### src/rtl/vlist_pkg.sv
package vlist_pkg;

  typedef enum logic [1:0] {
    ST_IDLE = 2'b00,
    ST_PEND = 2'b01,
    ST_ACT  = 2'b10,
    ST_BOTH = 2'b11
  } lstate_t;

  localparam int PRIO_W = 5;
  localparam int ID_W   = 10;
  localparam int CORE_W = 3;

  typedef struct packed {
    logic              hw;
    logic              grp;
    lstate_t           st;
    logic [PRIO_W-1:0] prio;
    logic [2:0]        rsv;
    logic [ID_W-1:0]   aux;
    logic [ID_W-1:0]   vid;
  } lentry_t;

  localparam logic [ID_W-1:0] SPURIOUS_ID = 10'd1023;

  // Clear reserved bits of an incoming word.
  function automatic lentry_t sanitize(input logic [31:0] w);
    lentry_t e;
    e = lentry_t'(w);
    e.rsv = 3'b000;
    return e;
  endfunction

  // Core number is reported only for software entries with a low ID.
  function automatic logic [CORE_W-1:0] core_of(input lentry_t e);
    if (!e.hw && (e.vid[ID_W-1:4] == '0)) return e.aux[CORE_W-1:0];
    return '0;
  endfunction

  // Next state after retirement of an active entry.
  function automatic lstate_t retire(input lstate_t s);
    return (s == ST_BOTH) ? ST_PEND : ST_IDLE;
  endfunction

endpackage

### src/rtl/vlist_sel.sv
module vlist_sel #(
  parameter int N  = 16,
  parameter int PW = 5,
  localparam int IW = (N > 1) ? $clog2(N) : 1
) (
  input  logic [N-1:0][PW-1:0] prio,
  input  logic [N-1:0]         elig,
  output logic                 found,
  output logic [IW-1:0]        idx
);
  logic [PW-1:0] best;

  always_comb begin
    found = 1'b0;
    idx   = '0;
    best  = '0;
    for (int i = 0; i < N; i++) begin
      if (elig[i] && (!found || (prio[i] < best))) begin
        found = 1'b1;
        best  = prio[i];
        idx   = IW'(i);
      end
    end
  end
endmodule

### src/rtl/vlist_match.sv
module vlist_match #(
  parameter int N  = 16,
  parameter int DW = 10,
  localparam int IW = (N > 1) ? $clog2(N) : 1
) (
  input  logic [N-1:0][DW-1:0] vid,
  input  logic [N-1:0]         act,
  input  logic [DW-1:0]        key,
  output logic                 hit,
  output logic [IW-1:0]        idx
);
  logic [N-1:0] eq;

  for (genvar g = 0; g < N; g++) begin : g_cmp
    assign eq[g] = act[g] && (vid[g] == key);
  end

  always_comb begin
    hit = 1'b0;
    idx = '0;
    for (int i = 0; i < N; i++) begin
      if (!hit && eq[i]) begin
        hit = 1'b1;
        idx = IW'(i);
      end
    end
  end
endmodule

### src/rtl/vlist_lines.sv
module vlist_lines #(
  parameter int N = 16
) (
  input  logic         clk,
  input  logic         rst,
  input  logic [N-1:0] pend_g0,
  input  logic [N-1:0] pend_g1,
  input  logic         en_grp0,
  input  logic         en_grp1,
  input  logic         fiq_route,
  output logic         virq,
  output logic         vfiq
);
  logic any0, any1;

  assign any0 = |pend_g0 && en_grp0;
  assign any1 = |pend_g1 && en_grp1;

  always_ff @(posedge clk) begin
    if (rst) begin
      virq <= 1'b0;
      vfiq <= 1'b0;
    end else begin
      vfiq <= any0 && fiq_route;
      virq <= (any0 && !fiq_route) || any1;
    end
  end
endmodule

### src/rtl/vlist_bank.sv
module vlist_bank #(
  parameter int N_ENT  = 16,
  parameter int ADDR_W = 12,
  parameter int BASE   = 256,
  localparam int IW    = (N_ENT > 1) ? $clog2(N_ENT) : 1,
  localparam int CW    = $clog2(N_ENT + 1),
  localparam int IDW   = vlist_pkg::ID_W,
  localparam int PW    = vlist_pkg::PRIO_W
) (
  input  logic              clk,
  input  logic              rst,
  input  logic [CW-1:0]     cfg_count,
  input  logic              bus_wr,
  input  logic              bus_rd,
  input  logic [ADDR_W-1:0] bus_addr,
  input  logic [31:0]       bus_wdata,
  output logic [31:0]       bus_rdata,
  input  logic              ack_req,
  output logic              ack_valid,
  output logic [IDW-1:0]    ack_id,
  output logic [2:0]        ack_core,
  input  logic              deact_req,
  input  logic [IDW-1:0]    deact_id,
  output logic              pdeact_valid,
  output logic [IDW-1:0]    pdeact_id,
  output logic              eoi_maint,
  input  logic              en_grp0,
  input  logic              en_grp1,
  input  logic              fiq_route,
  output logic              virq,
  output logic              vfiq
);
  import vlist_pkg::*;

  localparam logic [ADDR_W-1:0] WIN_LO = ADDR_W'(BASE);
  localparam logic [ADDR_W-1:0] WIN_HI = ADDR_W'(BASE + 4 * N_ENT);

  lentry_t [N_ENT-1:0] ent;

  logic [N_ENT-1:0]          impl, pend_m, act_m, pend_g0, pend_g1;
  logic [N_ENT-1:0][PW-1:0]  prio_v;
  logic [N_ENT-1:0][IDW-1:0] vid_v;

  for (genvar g = 0; g < N_ENT; g++) begin : g_ent
    assign impl[g]    = (CW'(g) < cfg_count);
    assign pend_m[g]  = impl[g] && (ent[g].st == ST_PEND);
    assign act_m[g]   = impl[g] && ent[g].st[1];
    assign pend_g0[g] = pend_m[g] && !ent[g].grp;
    assign pend_g1[g] = pend_m[g] && ent[g].grp;
    assign prio_v[g]  = ent[g].prio;
    assign vid_v[g]   = ent[g].vid;
  end

  // Bus decode: word aligned, inside window, implemented index.
  logic [ADDR_W-1:0] off;
  logic [IW-1:0]     bidx;
  logic              in_win, bus_ok;

  assign off    = bus_addr - WIN_LO;
  assign bidx   = off[IW+1:2];
  assign in_win = (bus_addr >= WIN_LO) && (bus_addr < WIN_HI) && (bus_addr[1:0] == 2'b00);
  assign bus_ok = in_win && impl[bidx];

  // Acknowledge selection and deactivate match.
  logic          sel_found, m_hit;
  logic [IW-1:0] sel_idx, m_idx;

  vlist_sel #(.N(N_ENT), .PW(PW)) u_sel (
    .prio  (prio_v),
    .elig  (pend_m),
    .found (sel_found),
    .idx   (sel_idx)
  );

  vlist_match #(.N(N_ENT), .DW(IDW)) u_match (
    .vid (vid_v),
    .act (act_m),
    .key (deact_id),
    .hit (m_hit),
    .idx (m_idx)
  );

  vlist_lines #(.N(N_ENT)) u_lines (
    .clk       (clk),
    .rst       (rst),
    .pend_g0   (pend_g0),
    .pend_g1   (pend_g1),
    .en_grp0   (en_grp0),
    .en_grp1   (en_grp1),
    .fiq_route (fiq_route),
    .virq      (virq),
    .vfiq      (vfiq)
  );

  lentry_t sel_e, m_e;
  assign sel_e = ent[sel_idx];
  assign m_e   = ent[m_idx];

  // Entry storage and registered results. A bus write is applied last so it
  // overrides an acknowledge or deactivate update of the same entry.
  always_ff @(posedge clk) begin
    if (rst) begin
      ent          <= '0;
      bus_rdata    <= '0;
      ack_valid    <= 1'b0;
      ack_id       <= '0;
      ack_core     <= '0;
      pdeact_valid <= 1'b0;
      pdeact_id    <= '0;
      eoi_maint    <= 1'b0;
    end else begin
      ack_valid    <= ack_req;
      pdeact_valid <= 1'b0;
      eoi_maint    <= 1'b0;

      if (ack_req) begin
        if (sel_found) begin
          ack_id            <= sel_e.vid;
          ack_core          <= core_of(sel_e);
          ent[sel_idx].st   <= ST_ACT;
        end else begin
          ack_id   <= SPURIOUS_ID;
          ack_core <= '0;
        end
      end

      if (deact_req && m_hit) begin
        ent[m_idx].st <= retire(m_e.st);
        if (m_e.hw) begin
          pdeact_valid <= 1'b1;
          pdeact_id    <= m_e.aux;
        end else begin
          eoi_maint <= m_e.aux[IDW-1];
        end
      end

      if (bus_wr && bus_ok) ent[bidx] <= sanitize(bus_wdata);

      if (bus_rd) bus_rdata <= bus_ok ? 32'(ent[bidx]) : 32'h0;
    end
  end
endmodule

### config.mk
export PLATFORM = sky130hd
export DESIGN_NAME = vlist_bank
export DESIGN_NICKNAME = d
export VERILOG_FILES = /design/src/rtl/vlist_pkg.sv /design/src/rtl/vlist_sel.sv /design/src/rtl/vlist_match.sv /design/src/rtl/vlist_lines.sv /design/src/rtl/vlist_bank.sv
export SDC_FILE = /design/constraint.sdc
export NUM_CORES = 2
export LEC_CHECK = 0
export BUFFER_PORTS_ARGS = -buffer_cell sky130_fd_sc_hd__buf_2
export CORE_ASPECT_RATIO = 1.75
export CORE_MARGIN = 2
export CORE_UTILIZATION = 55
export DETAILED_ROUTE_END_ITERATION = 7
export PLACE_DENSITY = 0.76
export SYNTH_ARGS = -nofsm -noshare
export SYNTH_HDL_FRONTEND = slang
export SYNTH_SLANG_ARGS = --single-unit
### constraint.sdc
create_clock -name clk -period 35.8 [get_ports clk]
set_clock_uncertainty 0.15 [all_clocks]
set_input_delay 3.58 -clock clk [delete_from_list [all_inputs] [get_ports clk]]
set_output_delay 3.58 -clock clk [all_outputs]
set_load 0.005 [all_outputs]
==> metrics <==
result of the run=completed; endpoint of the worst-slack reg-to-reg timing path=ack_core[2]$_SDFFE_PP0P_; H-tree Lvls=2; RSZ-0062 raised after global routing=no; standard-cell rows=115; top cell types by occurrence after synthesis=sky130_fd_sc_hd__nand2_1, sky130_fd_sc_hd__a21oi_1, sky130_fd_sc_hd__dfxtp_1; largest fanout of any net on the critical path=24; clock latency reported for the late side of the worst-skew pair=0.63 ns; worst reg2reg startpoint=ent[28]$_SDFF_PP0_; global-route wire length before repair=187,000 µm; pin count of the biggest net entering global routing=185; Yosys cell types=106; min-delay src=bus_rdata[30]$_SDFFE_PP0P_; number of setup violations in the final report=0; number of buffers created by CTS=50; dominant cells by area after synthesis=sky130_fd_sc_hd__dfxtp_1, sky130_fd_sc_hd__mux4_2, sky130_fd_sc_hd__nand2_1; f_max=29.6 MHz; clock tree buffer depth=3; core area=0.0563 mm²; clock tree from TritonCTS=done; Detailed Routing Iterations Pass 1=8; Worst Hold Path EP=bus_rdata[30]$_SDFFE_PP0P_; P&R area growth vs syn=8.82%; data arrival time at the worst-slack endpoint=34.13 ns; setup tns final=0 ns; area of combinational cells with multiple inputs=0.0195 mm²; height of the chip=320 µm; Tot Pwr=1.22 mW; Cell Area, Synth=0.0314 mm²; post-synth top area cell=sky130_fd_sc_hd__dfxtp_1; kind of end point of the critical path=register; number of failing hold endpoints at the final stage=0; worst hold path stage count=2; Reg clk slew, reported paths=0.07 ns; highest cell delay on the worst timing path=0.92 ns; Worst IR Drop VDD=0.0482 mV; min Tclk post-route=33.76 ns; CP dominant cell by count=sky130_fd_sc_hd__ha_1; Final Hold Slack=0.295 ns; DIE WIDTH=185 µm; required time reported for the critical path endpoint=36.17 ns; end-of-flow core utilization=60.7%; relative slew slack=12.0%; count of cells along the worst register-to-register path=135; Yosys warnings=0; total track usage=42.8%; critical path's slowest cell=sky130_fd_sc_hd__o221ai_4; clock sinks=522; vias in the first global route=29,800; Worst Max-Slew Pin Slew=1.31 ns; syn_nets=3,981; count of flip-flops with a built-in enable after synthesis=0; I/O pin cnt=128; kind of critical path=primary input to register; vias per inst=6.74; number of violations of the max-capacitance limit=0; final estimated routing congestion in global placement=1.07; number of standard cells after synthesis=3,869; crit path launch type=primary input; share of synthesized area occupied by flip-flops and latches=33.3%; count of nets after finishing=3,894; port buffer count=124; post-synthesis sequential element count=522; routed len/inst=27.9 µm; number of antenna violations at the first check in global routing=6; setup slack, reg-to-reg=5.14 ns; Min-Delay Path Class=register to register; Cell Pwr Density=35.8 mW/mm²; final clock period utilization by the worst path=94.3%; DRC viols=0; average footprint of a synthesized cell=8.11 µm²; hold_buf cts=0; sequential standard cell area=0.0105 mm²; Static Leak=11.4 nW; number of nets with antenna violations after routing=0; number of design-rule violations left by the first detailed-router iteration=3,684; number of slew-limit violations in the final report=0; Synth Flop Type=sky130_fd_sc_hd__dfxtp_1; area share of the largest cell type after synthesis=33.3%; detailed placement HPWL=84,400 µm; GRT Residual Overflow=0; share of post-route cells with drive strength above 1=14.6%; most frequent cell after synthesis=sky130_fd_sc_hd__nand2_1; final wirelength=128,000 µm; count of vias placed by the detailed router=30,900; Starting Density=55.8%; Filler Cells Inserted=5,072; clock root buffer=sky130_fd_sc_hd__clkbuf_16; Die Outline Area=0.0591 mm²; FFs w/ async S/R, synth=0%
how the worst max path moves through the flow:
| stage | from | end |
|---|---|---|
| floorplan | cfg_count[1] | ack_core[0]$_SDFFE_PP0P_ |
| detailed placement | cfg_count[4] | ack_core[0]$_SDFFE_PP0P_ |
| global route | cfg_count[4] | ack_core[0]$_SDFFE_PP0P_ |
| finish | cfg_count[4] | ack_core[2]$_SDFFE_PP0P_ |
| global placement | cfg_count[4] | ack_core[0]$_SDFFE_PP0P_ |
| CTS | cfg_count[4] | ack_core[0]$_SDFFE_PP0P_ |
cells by family (layout without fill, tap and decap cells):
family / after synthesis / count (layout) / synth area share, %
buffers and inverters: 441 / 392 / 5.55
other: 0 / 4 / 0
AND/OR/NAND/NOR: 1460 / 1460 / 19.6
AO/OA/AOI/OAI: 972 / 972 / 19.2
adder cells (fa/ha/maj): 50 / 50 / 1.95
multiplexers: 259 / 259 / 15.9
XOR/XNOR: 165 / 165 / 4.60
flip-flops: 522 / 522 / 33.3
state kept, by name, indices dropped and copies added (netlist names):
signal	cells
u_lines.virq	1
pdeact_id	10
ack_valid	1
ent	464
ack_core	3
u_lines.vfiq	1
eoi_maint	1
ack_id	10
bus_rdata	30
pdeact_valid	1
through the flow:
stage	instances	instance area (µm²)	setup slack, ns
after floorplan	3869	31400	7.10
after global placement	4490	32400	1.44
after detailed placement	4490	32400	1.25
after CTS	4580	34100	1.67
after global routing	4582	34200	0.0161
final	4584	34200	2.04
worst max-delay path: cells and delay by family:
family,cells,cell delay (ns)
adder cells (fa/ha/maj),15,4.23
AO/OA/AOI/OAI,67,16.87
multiplexers,5,1.44
AND/OR/NAND/NOR,39,6.37
buffers and inverters,10,1.51
power by group:
part / total, mW / switching [mW] / internal, mW
Clock: 0.569 / 0.249 / 0.321
Combinational: 0.0705 / 0.0522 / 0.0183
Sequential: 0.582 / 0.000685 / 0.581
Total: 1.22 / 0.302 / 0.920
cells in the final DEF, fill, tap and decap left out, drive strengths merged, types with 29 or more instances in the layout:
cell and n:
mux2i 61, a211oi 47, xnor2 134, a22oi 31, mux4 189, ha 44
xor2 31, dfxtp 522, clkbuf 69, nand4 35, buf 186, o21ai 75
nor2 160, a21oi 581, nor3 54, nand3 29, a2bb2oi 30, inv 118
nand2 1037
layer usage:
| layer | track usage [%] | up-vias | wire length (µm) |
|---|---|---|---|
| li1 | - | 13400 | - |
| met5 | 0 | - | 12 |
| met3 | 9.33 | 824 | 13100 |
| met1 | 45.8 | 14500 | 40200 |
| met2 | 68.1 | 2098 | 58500 |
| met4 | 42.6 | 2 | 15900 |
final cells by class:
type / count / share of cell area [%]
well taps: 760 / 2.78
diodes: 4 / 0.0293
flip-flops and latches: 522 / 30.6
clock inverters: 22 / 0.857
repair buffers: 187 / 3.31
multi-input cells: 2906 / 57.0
inverters: 115 / 1.26
clock buffers: 68 / 4.13
timing repair:
action | in CTS | in global routing
setup endpoints to repair | 0 | 37
resized for setup | 0 | 10
buffers inserted | 0 | 0
No activity file was read; power rests on OpenSTA's default activity.
